## src/rtl/dpc_pkg.sv

```systemverilog
package dpc_pkg;
  typedef enum logic [2:0] {
    PS_D0     = 3'd0,
    PS_D1     = 3'd1,
    PS_D2     = 3'd2,
    PS_D3     = 3'd3,
    PS_D3COLD = 3'd4,
    PS_D4     = 3'd5,
    PS_D5     = 3'd6
  } pstate_t;

  localparam int VERB_W = 12;
  localparam int PAY_W  = 8;
  localparam int ARM_W  = 2;

  localparam logic [VERB_W-1:0] VERB_SET_PWR  = 12'h705;
  localparam logic [VERB_W-1:0] VERB_SET_DEEP = 12'h7D8;
  localparam logic [VERB_W-1:0] VERB_GET_DEEP = 12'hFD8;

  // Enable vector order: {link, gpio, vref_amp, hp_amp}
  localparam int EN_W = 4;

  function automatic logic is_deep(pstate_t s);
    return (s == PS_D4) || (s == PS_D5);
  endfunction

  function automatic logic [EN_W-1:0] en_mask(pstate_t s);
    case (s)
      PS_D4:   return 4'b0111;
      PS_D5:   return 4'b0000;
      default: return 4'b1111;
    endcase
  endfunction
endpackage

```

## src/rtl/dpc_cmd_decode.sv

```systemverilog
module dpc_cmd_decode
  import dpc_pkg::*;
#(
  parameter int                 NID_W   = 8,
  parameter logic [NID_W-1:0]   NODE_ID = 8'h01
) (
  input  logic              cmd_valid,
  input  logic [NID_W-1:0]  cmd_nid,
  input  logic [VERB_W-1:0] cmd_verb,
  input  logic [PAY_W-1:0]  cmd_payload,
  input  logic              block,
  output logic              wr_arm,
  output logic              rd_arm,
  output logic              pwr_req,
  output pstate_t           pwr_target
);
  localparam logic [PAY_W-1:0] MAX_PS = PAY_W'(4);

  logic hit;

  always_comb begin
    hit        = cmd_valid && !block && (cmd_nid == NODE_ID);
    wr_arm     = hit && (cmd_verb == VERB_SET_DEEP);
    rd_arm     = hit && (cmd_verb == VERB_GET_DEEP);
    pwr_req    = hit && (cmd_verb == VERB_SET_PWR) && (cmd_payload <= MAX_PS);
    pwr_target = pstate_t'(cmd_payload[2:0]);
  end
endmodule

```

## src/rtl/dpc_arm_reg.sv

```systemverilog
module dpc_arm_reg
  import dpc_pkg::*;
(
  input  logic             clk,
  input  logic             rst,
  input  logic             clr,
  input  logic             wr,
  input  logic [ARM_W-1:0] wdata,
  output logic [ARM_W-1:0] arm_q
);
  always_ff @(posedge clk) begin
    if (rst || clr) arm_q <= '0;
    else if (wr)    arm_q <= wdata;
  end
endmodule

```

## src/rtl/dpc_state_fsm.sv

```systemverilog
module dpc_state_fsm
  import dpc_pkg::*;
(
  input  logic             clk,
  input  logic             rst,
  input  logic             clr,
  input  logic             pwr_req,
  input  pstate_t          pwr_target,
  input  logic [ARM_W-1:0] arm,
  output pstate_t          state_q
);
  pstate_t nxt;

  always_comb begin
    nxt = state_q;
    if (pwr_req) begin
      if (pwr_target == PS_D3COLD) begin
        if (arm[1])      nxt = PS_D5;
        else if (arm[0]) nxt = PS_D4;
        else             nxt = PS_D3COLD;
      end else begin
        nxt = pwr_target;
      end
    end
  end

  always_ff @(posedge clk) begin
    if (rst || clr) state_q <= PS_D3COLD;
    else            state_q <= nxt;
  end
endmodule

```

## src/rtl/dpc_out_gate.sv

```systemverilog
module dpc_out_gate
  import dpc_pkg::*;
#(
  parameter int RSP_W = 32
) (
  input  logic             clk,
  input  logic             rst,
  input  pstate_t          state,
  input  logic             rd_arm,
  input  logic [ARM_W-1:0] arm,
  output logic [EN_W-1:0]  en_q,
  output logic             rsp_valid,
  output logic [RSP_W-1:0] rsp_data
);
  always_ff @(posedge clk) begin
    if (rst) begin
      en_q      <= en_mask(PS_D3COLD);
      rsp_valid <= 1'b0;
      rsp_data  <= '0;
    end else begin
      en_q      <= en_mask(state);
      rsp_valid <= rd_arm;
      if (rd_arm) rsp_data <= {{(RSP_W-ARM_W){1'b0}}, arm};
    end
  end
endmodule

```

## src/rtl/deep_pwr_ctl.sv

```systemverilog
module deep_pwr_ctl
  import dpc_pkg::*;
#(
  parameter int               NID_W   = 8,
  parameter logic [NID_W-1:0] NODE_ID = 8'h01,
  parameter int               RSP_W   = 32
) (
  input  logic              clk,
  input  logic              rst,
  input  logic              link_rst_in,
  input  logic              cmd_valid,
  input  logic [NID_W-1:0]  cmd_nid,
  input  logic [11:0]       cmd_verb,
  input  logic [7:0]        cmd_payload,
  output logic              rsp_valid,
  output logic [RSP_W-1:0]  rsp_data,
  output logic [2:0]        pwr_state,
  output logic              en_link,
  output logic              en_gpio,
  output logic              en_vref_amp,
  output logic              en_hp_amp
);
  logic             link_q;
  logic             link_edge;
  logic             wr_arm, rd_arm, pwr_req;
  pstate_t          pwr_target;
  pstate_t          state_q;
  logic [ARM_W-1:0] arm_q;
  logic [EN_W-1:0]  en_q;

  always_ff @(posedge clk) begin
    if (rst) link_q <= 1'b0;
    else     link_q <= link_rst_in;
  end
  assign link_edge = link_rst_in && !link_q;

  dpc_cmd_decode #(.NID_W(NID_W), .NODE_ID(NODE_ID)) u_dec (
    .cmd_valid  (cmd_valid),
    .cmd_nid    (cmd_nid),
    .cmd_verb   (cmd_verb),
    .cmd_payload(cmd_payload),
    .block      (is_deep(state_q) || link_edge),
    .wr_arm     (wr_arm),
    .rd_arm     (rd_arm),
    .pwr_req    (pwr_req),
    .pwr_target (pwr_target)
  );

  dpc_arm_reg u_arm (
    .clk  (clk),
    .rst  (rst),
    .clr  (link_edge),
    .wr   (wr_arm),
    .wdata(cmd_payload[ARM_W-1:0]),
    .arm_q(arm_q)
  );

  dpc_state_fsm u_fsm (
    .clk       (clk),
    .rst       (rst),
    .clr       (link_edge),
    .pwr_req   (pwr_req),
    .pwr_target(pwr_target),
    .arm       (arm_q),
    .state_q   (state_q)
  );

  dpc_out_gate #(.RSP_W(RSP_W)) u_out (
    .clk      (clk),
    .rst      (rst),
    .state    (state_q),
    .rd_arm   (rd_arm),
    .arm      (arm_q),
    .en_q     (en_q),
    .rsp_valid(rsp_valid),
    .rsp_data (rsp_data)
  );

  assign pwr_state   = state_q;
  assign en_link     = en_q[3];
  assign en_gpio     = en_q[2];
  assign en_vref_amp = en_q[1];
  assign en_hp_amp   = en_q[0];
endmodule

```

## config.mk

```make
export PLATFORM = sky130hd
export DESIGN_NAME = deep_pwr_ctl
export DESIGN_NICKNAME = d
export VERILOG_FILES = /design/src/rtl/dpc_pkg.sv /design/src/rtl/dpc_cmd_decode.sv /design/src/rtl/dpc_arm_reg.sv /design/src/rtl/dpc_state_fsm.sv /design/src/rtl/dpc_out_gate.sv /design/src/rtl/deep_pwr_ctl.sv
export SDC_FILE = /design/constraint.sdc
export NUM_CORES = 1
export LEC_CHECK = 0
export BUFFER_PORTS_ARGS = -buffer_cell sky130_fd_sc_hd__buf_2
export CORE_MARGIN = 4
export CORE_UTILIZATION = 36
export CTS_BUF_LIST = sky130_fd_sc_hd__clkbuf_2
export DETAILED_ROUTE_END_ITERATION = 8
export PLACE_DENSITY = 0.79
export SETUP_SLACK_MARGIN = 0.02
export SLEW_MARGIN = 15
export SYNTH_ARGS = -nofsm -noshare
export SYNTH_HDL_FRONTEND = slang
export SYNTH_SLANG_ARGS = --single-unit
```

## constraint.sdc

```tcl
create_clock -name clk -period 1.25 [get_ports clk]
set_input_delay 0.125 -clock clk [delete_from_list [all_inputs] [get_ports clk]]
set_output_delay 0.125 -clock clk [all_outputs]
set_load 0.02 [all_outputs]
```

==> results.tsv <==
stage	metric	value	unit
outcome	status	finished, violations left	
outcome	failing checks	negative setup slack	
route	vias after detailed routing	729	
synthesis	syn avg cell area	9.37	µm²
finish	share of cells above drive strength 1	0.493	
floorplan	I/O pin cnt	72	
global_route	pin count of the biggest net entering global routing	7	
floorplan	Die ar.	0.00324	mm²
timing	Final Cycle Share	1.04	
power	sequential power share	0.462	
global_route	initial antenna violation count	0	
critical_path	crit-path cells	xor2_2, a21oi_1, nor4b_4, mux2i_1, nor2_1	
power	Logic pwr share	0.273	
synthesis	EDFF count, synth	0	
placement	post-place setup slack	-0.281	ns
clocking	Clk Latency, worst-skew pair	0.25	ns
global_route	first-pass GRT wire length	2.69	mm
synthesis	count leader, synth	buf_4	
critical_path	WP data arrival	1.45	ns
timing	RSZ-0062 raised after global routing	yes	
critical_path	critical-path maximum fanout	3	
route	Via-to-Cell Ratio	4.19	
synthesis	post-synth top area share	0.279	
clocking	CTS tree	yes	
critical_path	crit-path max cell delay	0.35	ns
power	P_int	0.511	mW
power	maximum vdd ir drop	604	µV
clocking	Clock Tree Buf Depth	2	
timing	Final Hold Fails	0	
clocking	CTS root buffer	clkbuf_2	
critical_path	CP required	1.40	ns
clocking	Num CTS Buffers	3	
critical_path	critical path class	flop to flop	
job	maxcap violations	0	
floorplan	core area	0.00225	mm²
synthesis	Primary FF master, synth	dfxtp_1	
finish	Nets	179	
timing	Final min period	1.30	ns
power	Switch Pwr	0.252	mW
finish	register area	224	µm²
synthesis	distinct cell type count after synthesis	29	
critical_path	Slowest-stage cell, CP	dfxtp_2	
timing	Slew Viols, Final	0	
finish	n_diodes	0	
synthesis	ys async rst share	0	
route	Antenna Nets Post-Route	0	
global_route	total grt overflow	0	
floorplan	die width	56.9	µm
timing	Setup TNS Final	-0.212	ns
clocking	Clock Sinks	11	
finish	area grow syn2layout	31.1	%
power	Pwr per Cell Area	675	mW/mm²
critical_path	crit path capture type	flop	
route	routed wire length per instance	10.5	µm
critical_path	launching element type of the critical path	flop	
synthesis	Mapped Cells	92	
route	drt drc	0	
power	Net Sw Frac	0.331	
global_route	vias in the first global route	668	
clocking	Clock transition at path regs	0.11	ns
finish	Filler cells	220	
floorplan	Initial Util	0.382	
finish	multi-input logic area	552	µm²
floorplan	FP Rows	17	
placement	Port Buffers	41	
worst_hold_path	Hold WC Path Type	input pin to flop	
placement	Routability Congestion	0.777	
timing	Max Clk Rate	772	MHz
route	Total Routed Length	1.82	mm
synthesis	Post-synth top cells	buf_4, dfxtp_1, nor2_1, mux2i_1, nor2b_1	
route	iteration count of the initial detailed-routing pass	2	
power	Leak	0.534	nW
route	DRT iter0 DRCs	8	
synthesis	Synth area leader	buf_4	
floorplan	Die Span Y	56.9	µm
synthesis	Cell Area, Synth	862	µm²
clocking	htree depth	1	
timing	post-route setup slack	-0.0462	ns
global_route	Total GRT Usage	0.104	
synthesis	#FFs+latches synth	11	
clocking	cts hold-fix bufs	0	
power	Clock Power Share	0.265	
placement	DPL Wire Length	1.61	mm
synthesis	yosys warns	0	
synthesis	largest cells by area after synthesis	buf_4, dfxtp_1, nor4b_4	
timing	Setup-failing EPs final	6	
synthesis	sequential share of the synthesized area	0.255	
timing	Max Clock Skew	0.00231	ns
## cell families (layout without fill, tap and decap cells)
group / after synthesis / after routing / share of synthesized area
xor gates and xnor gates: 1 / 1 / 0.0102
other: 1 / 30 / 0.00435
buffers and inverters: 33 / 58 / 0.283
and+or+nand+nor: 35 / 35 / 0.351
AOI/OAI and AO/OA: 7 / 7 / 0.0493
muxes: 4 / 4 / 0.0464
DFF: 11 / 11 / 0.255
## path summary, 6_finish.rpt
check / depth (start not counted) / to / slack [ns] / start
setup / recovery: 5 / u_arm.arm_q[0]$_SDFFE_PP0P_ / -0.05 / u_fsm.state_q[0]$_SDFFE_PP0P_
hold / removal: 2 / link_q$_SDFF_PP0_ / 0.11 / rst
setup reg to reg: 5 / u_arm.arm_q[0]$_SDFFE_PP0P_ / -0.05 / u_fsm.state_q[0]$_SDFFE_PP0P_
hold reg to reg: 2 / u_out.en_q[3]$_SDFF_PP1_ / 0.51 / u_fsm.state_q[1]$_SDFFE_PP0P_
## what timing repair did
action	CTS	global route
setup buffers	1	1
resized for setup	3	4
cloned	0	0
pin swaps	0	4
endpoints found under the hold margin	0	0
setup endpoints to repair	8	8
## power by group through the flow
stage	clock network [mW]	logic, mW	registers (mW)
global route	0.226	0.224	0.353
floorplan	0	0.182	0.360
finish	0.202	0.208	0.353
CTS	0.211	0.204	0.352
detailed placement	0	0.196	0.360
global placement	0	0.193	0.360
## cell usage in the layout, fill, tap and decap left out, types with 2 or more instances in the layout
| cell type | count |
|---|---|
| dfxtp_2 | 3 |
| a31oi_1 | 2 |
| buf_2 | 41 |
| a21oi_1 | 2 |
| nor4b_4 | 3 |
| clkbuf_2 | 4 |
| buf_4 | 12 |
| conb_1 | 30 |
| dfxtp_1 | 8 |
| nor4b_1 | 2 |
| a211oi_1 | 2 |
| nor4_4 | 2 |
| mux2i_1 | 4 |
| nor2b_1 | 3 |
| nor2_1 | 9 |
## flip-flops by register name, summed over array words and instances (netlist names)
register,count
link_q,1
u_arm.arm_q,2
u_out.rsp_valid,1
u_out.en_q,2
u_out.rsp_data,2
u_fsm.state_q,3
## routing by layer
layer	share of wire	up-vias	track usage
met2	0.52	39	0.192
met5	0	-	0
met3	0.12	0	0.0520
met1	0.36	322	0.104
met4	0	0	0.0199
li1	-	368	-
## critical path: cells and delay by family (launching register included)
kind                      cells  cell delay [ns]
DFF                           1             0.35
and+or+nand+nor               2             0.32
muxes                         1             0.22
xor gates and xnor gates      1             0.18
AOI/OAI and AO/OA             1             0.12
## stage by stage
stage / power [mW] / std cells / util / cell area, µm² / hold WS, ns
final: 0.763 / 174 / 0.501 / 1130 / 0.105
after global routing: 0.803 / 174 / 0.501 / 1130 / 0.0932
after CTS: 0.767 / 173 / 0.489 / 1100 / 0.0896
after detailed placement: 0.556 / 168 / 0.469 / 1060 / 0.371
after global placement: 0.553 / 168 / 0.469 / 1060 / 0.359
after floorplan: 0.542 / 121 / - / 983 / 0.197
## cell type report
class                   instances  share of cell area
clock buffers                   4              0.0177
inverters                       1             0.00332
multi-input cells              77               0.488
flip-flops and latches         11               0.198
well taps                      28              0.0310
repair buffers                 53               0.261
No activity file was read; power rests on OpenSTA's default activity.
